===== config.mk =====
export PLATFORM = sky130hd
export DESIGN_NAME = hf_top
export DESIGN_NICKNAME = d
export VERILOG_FILES = /design/src/rtl/hf_pkg.sv /design/src/rtl/hf_compare.sv /design/src/rtl/hf_chan_state.sv /design/src/rtl/hf_top.sv
export SDC_FILE = /design/constraint.sdc
export NUM_CORES = 1
export LEC_CHECK = 0
export BUFFER_PORTS_ARGS = -buffer_cell sky130_fd_sc_hd__buf_2
export CAP_MARGIN = 10
export CORE_ASPECT_RATIO = 1.25
export CORE_MARGIN = 2
export CORE_UTILIZATION = 45
export CTS_CLUSTER_SIZE = 30
export DETAILED_ROUTE_END_ITERATION = 7
export GPL_TIMING_DRIVEN = 0
export SLEW_MARGIN = 20
export SYNTH_ARGS = -nofsm -noshare
export SYNTH_HDL_FRONTEND = slang
export SYNTH_SLANG_ARGS = --single-unit

===== constraint.sdc =====
create_clock -name clk -period 9.5 [get_ports clk]
set_input_delay 0.95 -clock clk [delete_from_list [all_inputs] [get_ports clk]]
set_output_delay 0.95 -clock clk [all_outputs]
set_load 0.03 [all_outputs]

===== src/rtl/hf_pkg.sv =====
package hf_pkg;
  localparam int HF_SAMPLE_W = 10;
  localparam int HF_CHANS    = 16;
  localparam int HF_GROUPS   = 4;
  localparam int HF_WIN_W    = 4;

  typedef enum logic [2:0] {
    DEC_DROP  = 3'd0,
    DEC_START = 3'd1,
    DEC_HOLD  = 3'd2,
    DEC_STOP  = 3'd3,
    DEC_TAIL  = 3'd4
  } hf_dec_e;
endpackage


===== src/rtl/hf_compare.sv =====
module hf_compare #(
  parameter int SAMPLE_W = hf_pkg::HF_SAMPLE_W,
  parameter int CHANS    = hf_pkg::HF_CHANS,
  localparam int CHAN_W  = $clog2(CHANS)
) (
  input  logic                clk,
  input  logic                rst_n,
  input  logic                s_valid,
  input  logic [CHAN_W-1:0]   s_chan,
  input  logic [SAMPLE_W-1:0] s_sample,
  input  logic [SAMPLE_W-1:0] thr_high,
  input  logic [SAMPLE_W-1:0] thr_low,
  output logic                c_valid,
  output logic [CHAN_W-1:0]   c_chan,
  output logic [SAMPLE_W-1:0] c_sample,
  output logic                c_above_hi,
  output logic                c_below_lo
);
  logic [SAMPLE_W-1:0] lo_eff;
  logic                above_nxt;
  logic                below_nxt;

  always_comb begin
    lo_eff    = (thr_low > thr_high) ? thr_high : thr_low;
    above_nxt = s_sample > thr_high;
    below_nxt = s_sample < lo_eff;
  end

  always_ff @(posedge clk or negedge rst_n) begin
    if (!rst_n) begin
      c_valid    <= 1'b0;
      c_chan     <= '0;
      c_sample   <= '0;
      c_above_hi <= 1'b0;
      c_below_lo <= 1'b0;
    end else begin
      c_valid <= s_valid;
      if (s_valid) begin
        c_chan     <= s_chan;
        c_sample   <= s_sample;
        c_above_hi <= above_nxt;
        c_below_lo <= below_nxt;
      end
    end
  end

  // the clamped band never lets a sample be both above high and below low
  assert_band_disjoint_R9: assert property (@(posedge clk) disable iff (!rst_n)
    c_valid |-> !(c_above_hi && c_below_lo));
endmodule


===== src/rtl/hf_chan_state.sv =====
module hf_chan_state #(
  parameter int SAMPLE_W = hf_pkg::HF_SAMPLE_W,
  parameter int CHANS    = hf_pkg::HF_CHANS,
  parameter int GROUPS   = hf_pkg::HF_GROUPS,
  parameter int WIN_W    = hf_pkg::HF_WIN_W,
  localparam int CHAN_W  = $clog2(CHANS),
  localparam int LANES   = CHANS / GROUPS,
  localparam int LANE_W  = $clog2(LANES),
  localparam int GROUP_W = $clog2(GROUPS)
) (
  input  logic                clk,
  input  logic                rst_n,
  input  logic                c_valid,
  input  logic [CHAN_W-1:0]   c_chan,
  input  logic [SAMPLE_W-1:0] c_sample,
  input  logic                c_above_hi,
  input  logic                c_below_lo,
  input  logic [WIN_W-1:0]    win_len,
  output logic                d_valid,
  output logic [CHAN_W-1:0]   d_chan,
  output logic [SAMPLE_W-1:0] d_sample,
  output logic                d_hit
);
  import hf_pkg::*;

  logic [GROUP_W-1:0]            grp;
  logic [LANE_W-1:0]             lane;
  logic [GROUPS-1:0]             rd_hit;
  logic [GROUPS-1:0][WIN_W-1:0]  rd_cnt;
  logic                          old_hit;
  logic [WIN_W-1:0]              old_cnt;
  hf_dec_e                       dec;
  logic                          nxt_hit;
  logic [WIN_W-1:0]              nxt_cnt;
  logic                          keep;

  assign grp  = c_chan[CHAN_W-1:LANE_W];
  assign lane = c_chan[LANE_W-1:0];

  for (genvar g = 0; g < GROUPS; g++) begin : g_grp
    logic [LANES-1:0]            lane_hit;
    logic [LANES-1:0][WIN_W-1:0] lane_cnt;
    for (genvar l = 0; l < LANES; l++) begin : g_lane
      logic             hit_q;
      logic [WIN_W-1:0] cnt_q;
      logic             wr_en;
      assign wr_en       = c_valid && (grp == GROUP_W'(g)) && (lane == LANE_W'(l));
      assign lane_hit[l] = hit_q;
      assign lane_cnt[l] = cnt_q;
      always_ff @(posedge clk or negedge rst_n) begin
        if (!rst_n) begin
          hit_q <= 1'b0;
          cnt_q <= '0;
        end else if (wr_en) begin
          hit_q <= nxt_hit;
          cnt_q <= nxt_cnt;
        end
      end
    end
    assign rd_hit[g] = lane_hit[lane];
    assign rd_cnt[g] = lane_cnt[lane];
  end

  always_comb begin
    old_hit = rd_hit[grp];
    old_cnt = rd_cnt[grp];
    if (old_hit)               dec = c_below_lo ? DEC_STOP : DEC_HOLD;
    else if (c_above_hi)       dec = DEC_START;
    else if (old_cnt != '0)    dec = DEC_TAIL;
    else                       dec = DEC_DROP;
    nxt_hit = 1'b0;
    nxt_cnt = old_cnt;
    case (dec)
      DEC_START: begin nxt_hit = 1'b1; nxt_cnt = '0; end
      DEC_HOLD:  begin nxt_hit = 1'b1; nxt_cnt = '0; end
      DEC_STOP:  begin nxt_hit = 1'b0; nxt_cnt = win_len; end
      DEC_TAIL:  begin nxt_hit = 1'b0; nxt_cnt = old_cnt - 1'b1; end
      default:   begin nxt_hit = 1'b0; nxt_cnt = old_cnt; end
    endcase
    keep = (dec != DEC_DROP);
  end

  always_ff @(posedge clk or negedge rst_n) begin
    if (!rst_n) begin
      d_valid  <= 1'b0;
      d_chan   <= '0;
      d_sample <= '0;
      d_hit    <= 1'b0;
    end else begin
      d_valid <= c_valid && keep;
      if (c_valid) begin
        d_chan   <= c_chan;
        d_sample <= c_sample;
        d_hit    <= nxt_hit;
      end
    end
  end

  // a crossing above the high threshold on an idle channel is forwarded as a hit
  assert_open_flag_R3: assert property (@(posedge clk) disable iff (!rst_n)
    (c_valid && !old_hit && c_above_hi) |=> (d_valid && d_hit));
  // a close is forwarded without the hit flag
  assert_close_word_R5: assert property (@(posedge clk) disable iff (!rst_n)
    (c_valid && old_hit && c_below_lo) |=> (d_valid && !d_hit));
  // an idle channel with an exhausted tail drops its sample
  assert_tail_empty_R6: assert property (@(posedge clk) disable iff (!rst_n)
    (c_valid && !old_hit && !c_above_hi && old_cnt == '0) |=> !d_valid);
  // an open pulse never carries a pending tail count
  assert_open_no_tail_R7: assert property (@(posedge clk) disable iff (!rst_n)
    (c_valid && old_hit) |-> (old_cnt == '0));
endmodule


===== src/rtl/hf_top.sv =====
module hf_top #(
  parameter int SAMPLE_W = hf_pkg::HF_SAMPLE_W,
  parameter int CHANS    = hf_pkg::HF_CHANS,
  parameter int GROUPS   = hf_pkg::HF_GROUPS,
  parameter int WIN_W    = hf_pkg::HF_WIN_W,
  localparam int CHAN_W  = $clog2(CHANS)
) (
  input  logic                clk,
  input  logic                rst_n,
  input  logic                in_valid,
  input  logic [CHAN_W-1:0]   in_chan,
  input  logic [SAMPLE_W-1:0] in_sample,
  input  logic [SAMPLE_W-1:0] thr_high,
  input  logic [SAMPLE_W-1:0] thr_low,
  input  logic [WIN_W-1:0]    win_len,
  output logic                out_valid,
  output logic [CHAN_W-1:0]   out_chan,
  output logic [SAMPLE_W-1:0] out_sample,
  output logic                out_hit
);
  logic                s_valid;
  logic [CHAN_W-1:0]   s_chan;
  logic [SAMPLE_W-1:0] s_sample;
  logic                c_valid, c_above_hi, c_below_lo;
  logic [CHAN_W-1:0]   c_chan;
  logic [SAMPLE_W-1:0] c_sample;
  logic                d_valid, d_hit;
  logic [CHAN_W-1:0]   d_chan;
  logic [SAMPLE_W-1:0] d_sample;

  // input capture stage
  always_ff @(posedge clk or negedge rst_n) begin
    if (!rst_n) begin
      s_valid  <= 1'b0;
      s_chan   <= '0;
      s_sample <= '0;
    end else begin
      s_valid <= in_valid;
      if (in_valid) begin
        s_chan   <= in_chan;
        s_sample <= in_sample;
      end
    end
  end

  hf_compare #(.SAMPLE_W(SAMPLE_W), .CHANS(CHANS)) u_cmp (
    .clk(clk), .rst_n(rst_n),
    .s_valid(s_valid), .s_chan(s_chan), .s_sample(s_sample),
    .thr_high(thr_high), .thr_low(thr_low),
    .c_valid(c_valid), .c_chan(c_chan), .c_sample(c_sample),
    .c_above_hi(c_above_hi), .c_below_lo(c_below_lo)
  );

  hf_chan_state #(.SAMPLE_W(SAMPLE_W), .CHANS(CHANS), .GROUPS(GROUPS), .WIN_W(WIN_W)) u_state (
    .clk(clk), .rst_n(rst_n),
    .c_valid(c_valid), .c_chan(c_chan), .c_sample(c_sample),
    .c_above_hi(c_above_hi), .c_below_lo(c_below_lo), .win_len(win_len),
    .d_valid(d_valid), .d_chan(d_chan), .d_sample(d_sample), .d_hit(d_hit)
  );

  // output stage onto the single merged stream
  always_ff @(posedge clk or negedge rst_n) begin
    if (!rst_n) begin
      out_valid  <= 1'b0;
      out_chan   <= '0;
      out_sample <= '0;
      out_hit    <= 1'b0;
    end else begin
      out_valid <= d_valid;
      out_hit   <= d_valid && d_hit;
      if (d_valid) begin
        out_chan   <= d_chan;
        out_sample <= d_sample;
      end
    end
  end

  // forwarded word carries the tag and value presented four cycles earlier
  assert_passthru_R2: assert property (@(posedge clk) disable iff (!rst_n)
    out_valid |-> (out_chan == $past(in_chan, 4) && out_sample == $past(in_sample, 4)));
  // an output word needs a valid input slot four cycles earlier
  assert_needs_input_R10: assert property (@(posedge clk) disable iff (!rst_n)
    out_valid |-> $past(in_valid, 4));
  // the hit flag is never raised on a dropped slot
  assert_flag_in_slot_R11: assert property (@(posedge clk) disable iff (!rst_n)
    out_hit |-> out_valid);
endmodule


==> results.yml <==
yosys:
  ys_top_cells_by_area: "dfrtp_1 (51%), mux2_2 (17%), ha_1 (5.4%)"
  synth_edf_count: 0
  synth_area_mm2: 0.007122
  netlist_instances: 535
  ys.flop_type: "dfrtp_1"
  syn_avg_cell_area_um2: 13.31
  yosysTopAreaCell: "dfrtp_1"
  yosysSeqAreaShare_pct: 50.60
  yosys_warnings: 0
  async_flop_share_pct: 100.0
  ys_ff_latch: 144
  synth_cell_type_count: 51
  synth_top_area_share_pct: 50.60
  syn-num-nets: 607
floorplan:
  die-area_mm2: 0.01685
  dieWidth_um: 116.5
  core_mm2: 0.01551
  start_util_pct: 45.93
  die_h_um: 144.7
  ioPinCount: 57
  num_rows: 51
worst_setup_path:
  crit_arrival_ps: 4340
  reg2reg_slack_ps: 5530
  required_ps: 9860
  worst_path_max_delay_cell: "a21boi_1"
  r2r_end: "u_state.g_grp[0].g_lane[3].cnt_q[2]"
  rr_worst_depth: 12
  worstReg2RegStart: "u_cmp.c_chan[1]"
  cpLargestDelayFamily: "compound AO/OA/AOI/OAI gates"
  cp_max_fo: 10
  slowest_delay_ps: 500
  crit_path_frequent_cell: "buf_2"
  start_kind: "register"
  path_cells: "buf_2, buf_2, buf_2, mux4_2, a22o_1, a221oi_4, ha_1, nand3_1, a211o_1, a21boi_1, clkbuf_1, mux2_2"
  critical_path_class: "register to register"
  end_kind: "register"
  crit_buf_inv: 4
timing:
  skew_ps: 12.70
  layout_setup_ws_ps: 5528
  period_minus_slack_ps: 3972
  relSlewSlack_pct: 32.27
  setup_violations: 0
  finalHoldViolations: 0
  rsz0062_at_grt: "false"
  finalSetupTns_ps: 0
  slew_viol_final: 0
  fmax_mhz: 251.8
  holdWs_ps: 384.2
  worst_slew_pin_slew_ps: 1008
  period_share_pct: 41.81
detailed_routing:
  route.detailed.drc: 0
  num_vias: 4619
  wire_per_inst_um: 19.09
  drt-total-wl_mm: 15.94
  drt-pass1-iter-count: 4
  detail_route.iter0.violations: 233
  antenna_left: 0
  vias_per_cell: 5.532
finish:
  final_util_pct: 53.50
  nets: 683
  layout-drive-gt1-share_pct: 37.88
  stdcell_count: 835
  insertedDiodeCount: 0
  final_common_cell: "dfrtp_1"
  fill_cells: 1348
  layout_common_cells: "dfrtp_1 (144), mux2_2 (109), buf_2 (58)"
  areaGrowthSynthToFinish_pct: 16.48
cts:
  cts_inserted_buffers: 17
  clockBufferDepth: 2
  cts-root-buf: "clkbuf_16"
  postCtsSetupBuffers: 0
  cts_hold_buf: 0
  cts_tree: "built"
  cts.reportedPaths.clkPinSlew_ps: 60
  cts.repair.resized: 0
  clk_latency_ps: 420
  h-tree-depth: 4
  clock_sinks: 144
place:
  dp_cells: 804
  io_buffers: 56
  gp_congestion: 0.8125
  place_hpwl_mm: 11.75
  place_ws_ps: 5470
grt:
  grt_max_degree: 85
  grt_pass1_vias: 5018
  grt_pass1_wl_mm: 26.54
  gr-usage-all-layers_pct: 21.18
  antenna_found_initial: 0
  gr-total-overflow: 0
status:
  outcome: "finished, final reports clean"
run:
  cap_violations: 0
power:
  seq_power_share_pct: 38.7
  cellInternalPower_mw: 1.619
  clkPwrFrac_pct: 26.7
  power.density_mw_per_mm2: 294.5
  netSwitchingPower_mw: 0.8238
  power.share.combinational_pct: 34.6
  p_sw_share_pct: 33.73
  peakVddDrop_mv: 0.1615
  p_leak_nw: 3.786
hold_path:
  worst_hold_startpoint: "s_valid"
  worstHoldPathCells: 0
  hold_path_class: "register to register"
  holdPathEnd: "u_cmp.c_valid"
## flip-flops by register name, summed over array words and instances (netlist names)
signal                      count
u_state.d_chan                  4
u_state.d_hit                   1
u_state.d_valid                 1
s_sample                       10
out_sample                     10
u_cmp.c_sample                 10
s_chan                          4
out_chan                        4
u_cmp.c_above_hi                1
out_valid                       1
u_state.d_sample               10
out_hit                         1
u_cmp.c_valid                   1
s_valid                         1
u_state.g_grp.g_lane.cnt_q     64
u_state.g_grp.g_lane.hit_q     16
u_cmp.c_chan                    4
u_cmp.c_below_lo                1
## worst max-delay path by stage
| stage | startpoint | end | slack [ps] | cells after the start |
|---|---|---|---|---|
| 2_1_floorplan | thr_high[3] | u_cmp.c_below_lo | 6080 | 14 |
| 3_3_place_gp | rst_n | out_sample[7] | 5510 | 1 |
| 3_5_place_dp | u_cmp.c_chan[1] | u_state.g_grp[0].g_lane[3].cnt_q[2] | 5470 | 12 |
| 4_1_cts | u_cmp.c_chan[1] | u_state.g_grp[0].g_lane[3].cnt_q[2] | 5470 | 12 |
| 5_1_grt | u_cmp.c_chan[1] | u_state.g_grp[2].g_lane[0].cnt_q[2] | 5250 | 12 |
| 6_report | u_cmp.c_chan[1] | u_state.g_grp[0].g_lane[3].cnt_q[2] | 5530 | 12 |
## cells in the mapped netlist, types with 2 or more instances
cell type,n
nor3_1,4
mux2_2,109
nand2b_1,3
a22o_1,3
o21ai_0,19
o22ai_1,7
buf_2,3
mux2i_4,2
ha_1,31
mux4_1,5
a21oi_1,11
nand3b_1,3
and3_1,2
o211ai_1,2
a22oi_2,2
dfrtp_1,144
and2_1,4
o31ai_2,4
a211o_1,2
buf_1,2
o41ai_1,2
a21o_1,10
nand3_1,15
nand2_1,29
nor2b_1,7
mux4_2,14
nand4_1,6
clkbuf_1,13
nor2_1,10
inv_1,25
buf_6,5
o31ai_1,4
mux2i_1,14
a22oi_1,2
## power groups by stage
stage               Combinational (mW)  Sequential (mW)  Clock [mW]
floorplan                        0.582            0.979           0
detailed placement               0.853            0.956           0
finish                           0.845            0.946       0.651
global route                     0.927            0.972       0.691
CTS                              0.857            0.947       0.665
global placement                 0.830            0.945           0
## routing by layer
metal | vias up | wire length, um | global-route usage [%] | part of all wire (%)
met4 | 0 | 493 | 10.09 | 3.1
met3 | 26 | 696 | 4.123 | 4.4
met5 | - | 0 | 0 | 0
li1 | 2136 | - | - | -
met2 | 102 | 8276 | 36.93 | 52
met1 | 2355 | 6478 | 24.98 | 41
## per-stage QoR
step,power (mW),instance area (um^2)
2_1_floorplan,1.561,7122
3_3_place_gp,1.774,7667
3_5_place_dp,1.810,7715
4_1_cts,2.469,8295
5_1_grt,2.590,8295
6_report,2.443,8295
## cells by family after synthesis
logic type / synth area share, %
buffers and inverters: 3.391
and+or+nand+nor: 6.430
muxes: 26.32
adders and majority gates: 5.446
AOI/OAI and AO/OA: 7.818
DFF: 50.60
## final cells by class
| class | instances | area (um^2) | share of cell area, % |
|---|---|---|---|
| sequential | 144 | 3603 | 43.44 |
| multi-input combinational | 342 | 3287 | 39.62 |
| clock buffer | 19 | 442.9 | 5.339 |
| timing repair buffer | 57 | 317.8 | 3.831 |
| tap | 212 | 265.3 | 3.198 |
| buffer | 24 | 147.6 | 1.780 |
| clock inverter | 12 | 137.6 | 1.659 |
| inverter | 25 | 93.84 | 1.131 |
Power figures use the tool's default switching activity.
